==> src/rtl/pcu_pkg.sv <==
`timescale 1ns/1ps
// pcu_pkg: shared field layout, opcode values and flow kinds for the
// next-address unit. Assumes the opcode sits at the top of every word.
package pcu_pkg;

    localparam int INSTR_W    = 32;
    localparam int OPC_W      = 6;
    localparam int IMM_W      = 16;
    localparam int JFLD_W     = 26;
    localparam int BYTE_SHIFT = 2;

    localparam logic [OPC_W-1:0] OPC_JUMP = 6'd2;
    localparam logic [OPC_W-1:0] OPC_BREQ = 6'd4;
    localparam logic [OPC_W-1:0] OPC_BRNE = 6'd5;

    typedef enum logic [1:0] {
        FLOW_SEQ  = 2'd0,
        FLOW_BREQ = 2'd1,
        FLOW_BRNE = 2'd2,
        FLOW_JUMP = 2'd3
    } flow_e;

endpackage

==> src/rtl/pcu_decode.sv <==
`timescale 1ns/1ps
// pcu_decode: splits the instruction word into a flow kind, the branch
// displacement field and the jump index field. Assumes the fields are
// fixed in position; unknown opcodes decode to sequential flow.
module pcu_decode
    import pcu_pkg::*;
(
    input  logic [INSTR_W-1:0] instr,
    output flow_e              flow,
    output logic [IMM_W-1:0]   imm,
    output logic [JFLD_W-1:0]  jfld
);

    logic [OPC_W-1:0] opc;

    assign opc  = instr[INSTR_W-1 -: OPC_W];
    assign imm  = instr[IMM_W-1:0];
    assign jfld = instr[JFLD_W-1:0];

    // Map the opcode onto the four flow kinds.
    always_comb begin
        case (opc)
            OPC_JUMP: flow = FLOW_JUMP;
            OPC_BREQ: flow = FLOW_BREQ;
            OPC_BRNE: flow = FLOW_BRNE;
            default:  flow = FLOW_SEQ;
        endcase
    end

endmodule

==> src/rtl/pcu_cond.sv <==
`timescale 1ns/1ps
// pcu_cond: decides whether the current instruction leaves sequential
// flow. Assumes the operands are already read for this instruction.
// XOR_CMP picks an XOR-reduce comparator instead of a plain equality.
module pcu_cond
    import pcu_pkg::*;
#(
    parameter int DATA_W  = 32,
    parameter bit XOR_CMP = 1'b0
) (
    input  flow_e             flow,
    input  logic [DATA_W-1:0] opnd_a,
    input  logic [DATA_W-1:0] opnd_b,
    output logic              take
);

    logic same;

    generate
        if (XOR_CMP) begin : g_xor_cmp
            assign same = ~|(opnd_a ^ opnd_b);
        end else begin : g_eq_cmp
            assign same = (opnd_a == opnd_b);
        end
    endgenerate

    // Resolve the taken decision for each flow kind.
    always_comb begin
        case (flow)
            FLOW_JUMP: take = 1'b1;
            FLOW_BREQ: take = same;
            FLOW_BRNE: take = ~same;
            default:   take = 1'b0;
        endcase
    end

endmodule

==> src/rtl/pcu_target.sv <==
`timescale 1ns/1ps
// pcu_target: builds the next address from the current one. Assumes the
// current address is word aligned. SHARED_ADDER folds the sequential and
// branch sums into one adder chain instead of two parallel results.
module pcu_target
    import pcu_pkg::*;
#(
    parameter int ADDR_W       = 32,
    parameter bit SHARED_ADDER = 1'b0
) (
    input  logic [ADDR_W-1:0] pc,
    input  flow_e             flow,
    input  logic              take,
    input  logic [IMM_W-1:0]  imm,
    input  logic [JFLD_W-1:0] jfld,
    output logic [ADDR_W-1:0] pc_next
);

    localparam int REGION_W = ADDR_W - JFLD_W - BYTE_SHIFT;
    localparam int EXT_W    = ADDR_W - IMM_W - BYTE_SHIFT;
    localparam logic [ADDR_W-1:0] STEP = ADDR_W'(1 << BYTE_SHIFT);

    logic [ADDR_W-1:0] seq_addr;
    logic [ADDR_W-1:0] br_disp;
    logic [ADDR_W-1:0] jmp_addr;
    logic              is_jump;

    assign is_jump  = (flow == FLOW_JUMP);
    assign seq_addr = pc + STEP;
    assign br_disp  = {{EXT_W{imm[IMM_W-1]}}, imm, {BYTE_SHIFT{1'b0}}};
    assign jmp_addr = {seq_addr[ADDR_W-1 -: REGION_W], jfld, {BYTE_SHIFT{1'b0}}};

    generate
        if (SHARED_ADDER) begin : g_shared
            logic [ADDR_W-1:0] addend;
            logic [ADDR_W-1:0] sum;
            // Zero the displacement unless a branch is taken.
            always_comb begin
                addend = (take && !is_jump) ? br_disp : '0;
            end
            assign sum = seq_addr + addend;
            // Jump target overrides the summed address.
            always_comb begin
                pc_next = (take && is_jump) ? jmp_addr : sum;
            end
        end else begin : g_parallel
            logic [ADDR_W-1:0] br_addr;
            assign br_addr = seq_addr + br_disp;
            // Pick one of three precomputed addresses.
            always_comb begin
                if (!take)
                    pc_next = seq_addr;
                else if (is_jump)
                    pc_next = jmp_addr;
                else
                    pc_next = br_addr;
            end
        end
    endgenerate

endmodule

==> src/rtl/pcu_pc_reg.sv <==
`timescale 1ns/1ps
// pcu_pc_reg: the program counter register with synchronous active-low
// reset to RESET_ADDR. Assumes RESET_ADDR is word aligned.
module pcu_pc_reg #(
    parameter int                ADDR_W     = 32,
    parameter logic [ADDR_W-1:0] RESET_ADDR = '0
) (
    input  logic              clk,
    input  logic              rst_n,
    input  logic [ADDR_W-1:0] d,
    output logic [ADDR_W-1:0] q
);

    // Load the next address, or the reset address while reset is held.
    always_ff @(posedge clk) begin
        if (!rst_n)
            q <= RESET_ADDR;
        else
            q <= d;
    end

endmodule

==> src/rtl/pc_next_unit.sv <==
`timescale 1ns/1ps
// pc_next_unit: program counter with next-address selection for
// sequential flow, equal/not-equal register branches and region jumps.
// Assumes instr_word is the word stored at pc_now and the operands are
// the values read for its two source fields in the same cycle.
module pc_next_unit
    import pcu_pkg::*;
#(
    parameter int ADDR_W       = 32,
    parameter int DATA_W       = 32,
    parameter bit XOR_CMP      = 1'b0,
    parameter bit SHARED_ADDER = 1'b0
) (
    input  logic               clk,
    input  logic               rst_n,
    input  logic [INSTR_W-1:0] instr_word,
    input  logic [DATA_W-1:0]  opnd_a,
    input  logic [DATA_W-1:0]  opnd_b,
    output logic [ADDR_W-1:0]  pc_now,
    output logic               redirect
);

    flow_e             flow;
    logic [IMM_W-1:0]  imm;
    logic [JFLD_W-1:0] jfld;
    logic              take;
    logic [ADDR_W-1:0] pc_next;

    pcu_decode u_decode (
        .instr (instr_word),
        .flow  (flow),
        .imm   (imm),
        .jfld  (jfld)
    );

    pcu_cond #(
        .DATA_W  (DATA_W),
        .XOR_CMP (XOR_CMP)
    ) u_cond (
        .flow   (flow),
        .opnd_a (opnd_a),
        .opnd_b (opnd_b),
        .take   (take)
    );

    pcu_target #(
        .ADDR_W       (ADDR_W),
        .SHARED_ADDER (SHARED_ADDER)
    ) u_target (
        .pc      (pc_now),
        .flow    (flow),
        .take    (take),
        .imm     (imm),
        .jfld    (jfld),
        .pc_next (pc_next)
    );

    pcu_pc_reg #(
        .ADDR_W     (ADDR_W),
        .RESET_ADDR ('0)
    ) u_pc_reg (
        .clk   (clk),
        .rst_n (rst_n),
        .d     (pc_next),
        .q     (pc_now)
    );

    // Redirect is meaningful only out of reset.
    assign redirect = take & rst_n;

endmodule

==> config.mk <==
export PLATFORM = sky130hd
export DESIGN_NAME = pc_next_unit
export DESIGN_NICKNAME = d
export VERILOG_FILES = /design/src/rtl/pcu_pkg.sv /design/src/rtl/pcu_decode.sv /design/src/rtl/pcu_cond.sv /design/src/rtl/pcu_target.sv /design/src/rtl/pcu_pc_reg.sv /design/src/rtl/pc_next_unit.sv
export SDC_FILE = /design/constraint.sdc
export NUM_CORES = 1
export LEC_CHECK = 0
export BUFFER_PORTS_ARGS = -buffer_cell sky130_fd_sc_hd__clkbuf_2
export CAP_MARGIN = 0
export CORE_MARGIN = 2
export CORE_UTILIZATION = 40
export CTS_BUF_LIST = sky130_fd_sc_hd__clkbuf_2
export DETAILED_ROUTE_END_ITERATION = 10
export PLACE_DENSITY = 0.66
export SLEW_MARGIN = 30
export SYNTH_ARGS = -nofsm -noshare
export SYNTH_HDL_FRONTEND = slang
export SYNTH_SLANG_ARGS = --single-unit
==> constraint.sdc <==
create_clock -name clk -period 7.7 [get_ports clk]
set_input_delay 0.77 -clock clk [delete_from_list [all_inputs] [get_ports clk]]
set_output_delay 0.77 -clock clk [all_outputs]
set_load 0.01 [all_outputs]
==> impl_metrics.toml, run 1 <==
[sta]
finalSetupTns_ps = 0
clock.fmax_mhz = 252
rsz0062_at_grt = "no"
fin_crit_sh_pct = 51.6
worst_pin_slew_ps = 822
setup-violations-final = 0
whs_ps = 624
slew_headroom_pct = 45.0
finalHoldViolCount = 0
period_minus_slack_ps = 3970
drv_slew = 0
finClkSkew_ps = 28.8

[setup_path]
crit_type = "input port to output port"
cp-end-kind = "output port"
worst_ep_required_time_ps = 6930
cp-start-kind = "input port"
crit_fanout = 12
worstPathArrival_ps = 3200
setup.worst_path.start = "opnd_b[31]"
r2r_start = "u_pc_reg.q[4]"

[logic_synthesis]
netlist_top_cells_count = "63 x xnor2_1, 50 x nor2_1, 46 x nand2_1"
yosys.area.top_type = "dfxtp_1"
synthMostInstantiatedCell = "xnor2_1"
avgSynthCellArea_um2 = 7.49
synth.top_cell.area_share_pct = 15.2
synth.distinct_cells = 65
synth-seq-area-share_pct = 15.2
ys_dominant_reg_cell = "dfxtp_1"
synth_edf_count = 0
ys_ff_latch = 30
yosysWarnings = 0
synth_area_leaders = "dfxtp_1 15%, xnor2_1 14%, ha_1 12%"
syn_area_mm2 = 0.00395
syn_inst = 527
async_reset_ff_share_pct = 0

[job]
cap_violations = 0

[clocking]
clk_pin_slew_ps = 180
cts.path.max_buffers = 2
cts_root_buffer = "clkbuf_2"
numClockSinks = 30
cts_setup_buffers = 0
cts.repair.resized = 0
ctsHoldBuffers = 0
clkLatencyLatePin_ps = 380
cts_tree = "done"
cts_buffers = 5
cts-htree-levels = 2

[placed_design]
gp_congestion = 0.948
hpwlAfterDp_um = 10400
port_buffers = 128

[floorplan]
dieWidth_um = 103
core_mm2 = 0.00968
die_height_um = 103
io_pins = 131
die_area_mm2 = 0.0107
start_util_pct = 40.7
rows = 36

[finish]
largest_reg_flops = 30
final_net_count = 784
reg.largest.list = "u_pc_reg.q: 30 flops"
syn_to_final_growth_pct = 20.1
top_register = "u_pc_reg.q"
num-fill-cells = 965
layout-drive-gt1-share_pct = 24.0
antennaDiodeCount = 0

[power]
power_density_mw_per_mm2 = 87.9
p_leak_nw = 2.14
peakVddDrop_mv = 0.0418

[detailed_routing]
viasPerCell = 5.68
drc = 0
drt_pass1_iterations = 4
routed_wl_um = 13000
post_drt_wl_per_cell_um = 16.6
vias = 4442
ant_nets = 0
drt_iter0_markers = 234

[run_status]
status = "finished, final reports clean"

[global_route]
grt_pass1_vias = 4092
grtUsageTotal_pct = 24.0
grt_max_degree = 32
overflow = 0
antenna_found_initial = 0
grt_pass1_wl_um = 19800

[worst_hold_path]
hold_class = "flip-flop to flip-flop"
hold_start = "u_pc_reg.q[31]"
-- logic make-up after synthesis --
group | Yosys count | share of synthesized area (%)
other | 1 | 0.0950
flip-flops | 30 | 15.2
AND/OR/NAND/NOR | 194 | 25.0
AO/OA/AOI/OAI | 148 | 25.6
XOR/XNOR | 76 | 16.9
multiplexers | 6 | 1.52
buffers and inverters | 34 | 3.49
adder cells (fa/ha/maj) | 38 | 12.2
-- stage by stage --
stage	cells	power, W	setup slack (ps)	instance area, um2	utilization [%]
final	782	0.000417	3730	4740	49.0
after floorplan	528	0.000275	4310	3950	-
after global routing	782	0.000441	3540	4740	49.0
after CTS	782	0.000416	3690	4740	49.0
after global placement	774	0.000332	3730	4700	48.6
after detailed placement	774	0.000337	3700	4700	48.6
-- path summary, 6_finish.rpt --
kind / to / slack [ps] / cells past startpoint
hold reg to reg: u_pc_reg.q[31] / 620 / 3
setup / recovery: redirect / 3730 / 9
hold / removal: u_pc_reg.q[31] / 620 / 3
setup reg to reg: u_pc_reg.q[29] / 3780 / 13
-- layout by cell type (no fill, tap or decap), types with 3 or more instances in the layout --
cell	synthesis	final
a211oi_1	13	13
a21o_1	9	9
a21oi_1	45	45
a311oi_1	5	5
a31oi_1	5	5
and2_1	3	3
and3_1	9	9
and4_1	4	4
buf_4	2	3
clkbuf_2	0	134
dfxtp_1	30	30
ha_1	37	37
inv_1	15	15
mux2i_1	6	6
nand2_1	46	46
nand2b_1	5	5
nand3_1	17	17
nand3b_1	4	4
nand4_1	22	22
nor2_1	50	50
nor3_1	10	10
nor4_1	5	5
o211a_1	4	4
o211ai_1	8	8
o21a_1	3	3
o21ai_0	23	23
o21ai_1	3	3
o21bai_1	7	7
o31ai_1	3	3
or2_2	3	3
or3_1	4	4
xnor2_1	63	63
xor2_1	13	13
-- per-layer routing --
layer | GRT usage [%] | wire length (um) | vias up
met5 | 0 | 0 | -
met4 | 9.72 | 401 | 0
met3 | 2.49 | 839 | 26
met2 | 43.1 | 6250 | 206
met1 | 29.1 | 5460 | 2029
li1 | - | - | 2181
-- worst max-delay path, stage by stage --
cell	delay, ps
clkbuf_2	80
xnor2_1	230
nand4_1	150
nor4_1	370
a31oi_1	170
or2_2	490
nor2_1	690
nor2_1	90
clkbuf_2	160
-- layout make-up --
class                           count  area (um2)  share of cell area (%)
Multi-Input combinational cell    464        3210                    67.7
Timing Repair Buffer              131         663                    14.0
Sequential cell                    30         601                    12.7
Tap cell                          133         166                    3.51
Inverter                           16        60.1                    1.27
Clock buffer                        6        30.0                   0.633
Clock inverter                      2        8.76                   0.185
-- report_power, final --
part | total, W | internal [W] | switching, W | leakage (nW)
Clock | 0.0000820 | 0.0000223 | 0.0000597 | 0.0304
Sequential | 0.000166 | 0.000160 | 0.00000586 | 0.243
Combinational | 0.000169 | 0.0000761 | 0.0000927 | 1.87
(Power assumes the default switching activity.)
==> inputs of run 2 (changes only) <==
- PLACE_DENSITY: 0.66 -> 0.68
- clock period: 7.7 -> 3.3 ns (I/O delays scaled with it)
==> run 2 against run 1 <==
Total power grew to 2.5 times the previous value. Utilization is 8.4 points higher. Clock-buffer cell count stayed put. Flip-flop and latch count stayed put. Global-route usage is 2.4 points higher. Critical path type is now flip-flop to flip-flop. Highest routed layer unchanged.
==> impl_metrics.toml, run 2 (synthesis results as in run 1) <==
[run_status]
status = "finished, final reports clean"

[setup_path]
crit_family = "simple AND/OR/NAND/NOR gates"
cp-start-kind = "flip-flop"
worst_ep_required_time_ps = 3630
critPathMostFrequentCell = "and4_4"
cp-end-kind = "flip-flop"
critPathSlowestCell = "or4b_4"
crit_fanout = 5
path_cells = "and4_4 > and4_4 > buf_6 > nand4_1 > xnor2_2 > buf_4 > ha_4 > nand3_2 > nor3_4 > or4b_4 > a31oi_4 > nor4_1 > or3_1 > a21oi_2"
critPathMaxStageDelay_ps = 510
r2r_cells = 14
worstPathArrival_ps = 3600
crit_type = "flip-flop to flip-flop"
crit_buf_inv = 2
r2r_start = "u_pc_reg.q[6]"
r2r_end = "u_pc_reg.q[29]"
rrSetupSlack_ps = 30

[sta]
slew_headroom_pct = 63.5
setup-violations-final = 0
rsz0062_at_grt = "yes"
fin_crit_sh_pct = 99.2
whs_ps = 175
clock.fmax_mhz = 305
period_minus_slack_ps = 3270
drv_slew = 0
finClkSkew_ps = 25.1
worst_pin_slew_ps = 548
finalHoldViolCount = 0

[power]
swShare_pct = 37.9
power_density_mw_per_mm2 = 191
peakVddDrop_mv = 0.108
p_leak_nw = 2.59
p_int_w = 0.000658
seqPwrFrac_pct = 36.3
power_frac_comb_pct = 44.9
switchingPower_w = 0.000402
clkPwrFrac_pct = 18.7

[finish]
reg.largest.list = "u_pc_reg.q: 30 flops"
syn_to_final_growth_pct = 40.8
layout_common_cells = "134 x clkbuf_2, 76 x buf_4, 58 x xnor2_1, 45 x nor2_1, 43 x nand2_1"
antennaDiodeCount = 0
finalNonFillerCells = 856
layout_commonest_cell = "clkbuf_2"
layout-drive-gt1-share_pct = 38.3
largest_reg_flops = 30
final_net_count = 858
top_register = "u_pc_reg.q"

[detailed_routing]
post_drt_wl_per_cell_um = 16.8
drt_pass1_iterations = 5
drt_iter0_markers = 340
routed_wl_um = 14400
drc = 0
viasPerCell = 5.68
ant_nets = 0
vias = 4866

[clocking]
cts.path.max_buffers = 2
cts_buffers = 5
numClockSinks = 30
cts_root_buffer = "clkbuf_2"
cts_tree = "done"
cts-htree-levels = 2
clk_pin_slew_ps = 190
clkLatencyLatePin_ps = 380

[floorplan]
core_mm2 = 0.00968
dieWidth_um = 103
die_height_um = 103
die_area_mm2 = 0.0107
rows = 36
io_pins = 131
start_util_pct = 40.7

[global_route]
use_met1_pct = 32.7
grt_max_degree = 32
antenna_found_initial = 0
grt_use_met2_pct = 46.4
gr-usage-met3_pct = 3.56
gr-max-usage-layer = "met2"
grt_pass1_wl_um = 21900
overflow = 0
grt_pass1_vias = 4638
grtUsageTotal_pct = 26.4

[worst_hold_path]
hold_class = "input port to flip-flop"
min_path_cells = 3
hold_start = "instr_word[18]"
holdPathEnd = "u_pc_reg.q[20]"

[job]
cap_violations = 0

[placed_design]
place_inst = 843
port_buffers = 128
hpwlAfterDp_um = 11400
gp_congestion = 0.964
run 2: cell types whose count changed in the layout (fill, tap and decap cells not counted), moves of 4 or more:
| cell | previous run | this run |
|---|---|---|
| buf_4 | 3 | 76 |
| a21oi_1 | 45 | 34 |
| a21oi_2 | 0 | 11 |
| ha_1 | 37 | 31 |
| dfxtp_1 | 30 | 25 |
| ha_4 | 0 | 5 |
| nor2_1 | 50 | 45 |
| nor2_2 | 1 | 6 |
| xnor2_1 | 63 | 58 |
| xnor2_2 | 0 | 5 |
| dfxtp_2 | 0 | 4 |
run 2: power by group through the flow:
stage	Sequential (W)	Clock, W	Combinational, W
4_1_cts	0.000384	0.000206	0.000448
3_5_place_dp	0.000391	0	0.000443
5_1_grt	0.000387	0.000217	0.000520
6_report	0.000385	0.000199	0.000476
3_3_place_gp	0.000390	0	0.000431
2_1_floorplan	0.000397	0	0.000246
run 2: how the worst max path moves through the flow:
stage	from	to	slack, ps	cells after the start
floorplan	u_pc_reg.q[6]	u_pc_reg.q[29]	10	14
global placement	u_pc_reg.q[2]	u_pc_reg.q[25]	-90	12
detailed placement	u_pc_reg.q[2]	u_pc_reg.q[25]	-110	12
CTS	u_pc_reg.q[6]	u_pc_reg.q[29]	9	14
global route	u_pc_reg.q[6]	u_pc_reg.q[29]	-150	14
finish	u_pc_reg.q[6]	u_pc_reg.q[29]	30	14
run 2: layout make-up:
type,instances,area [um2]
Clock buffer,6,30.0
Multi-Input combinational cell,464,3460
Inverter,16,60.1
Sequential cell,30,609
Tap cell,133,166
Timing Repair Buffer,205,1220
Fill cell,860,4130
Clock inverter,2,8.76
run 2: per-stage QoR:
stage          utilization (%)  worst slack [ps]  cell area (um2)  TNS [ps]  total power, W
5_1_grt                   57.4              -153             5560      -630         0.00112
2_1_floorplan                -              11.4             3960         0        0.000643
3_3_place_gp              54.0             -93.5             5230      -192        0.000822
6_report                  57.4              25.0             5560         0         0.00106
3_5_place_dp              54.0              -115             5230      -330        0.000834
4_1_cts                   54.9              9.28             5320         0         0.00104
run 2: what timing repair did:
item,CTS,global route
setup buffers,0,5
setup endpoints to repair,9,13
gates resized for setup,12,42
hold endpoints to repair,0,0
hold buffers,0,0
pin swaps,3,22
run 2: worst register-to-register path: cells and delay by family (launching register included):
family,cells,cell delay (ps)
and+or+nand+nor,8,1840
DFF,1,370
AOI/OAI and AO/OA,2,320
adders and majority gates,1,290
buffers and inverters,2,270
xor gates and xnor gates,1,160
run 2: routing by layer:
metal | wire length, um | vias up
li1 | - | 2329
met1 | 5830 | 2243
met2 | 7060 | 257
met3 | 1100 | 37
met4 | 384 | 0
met5 | 0 | -
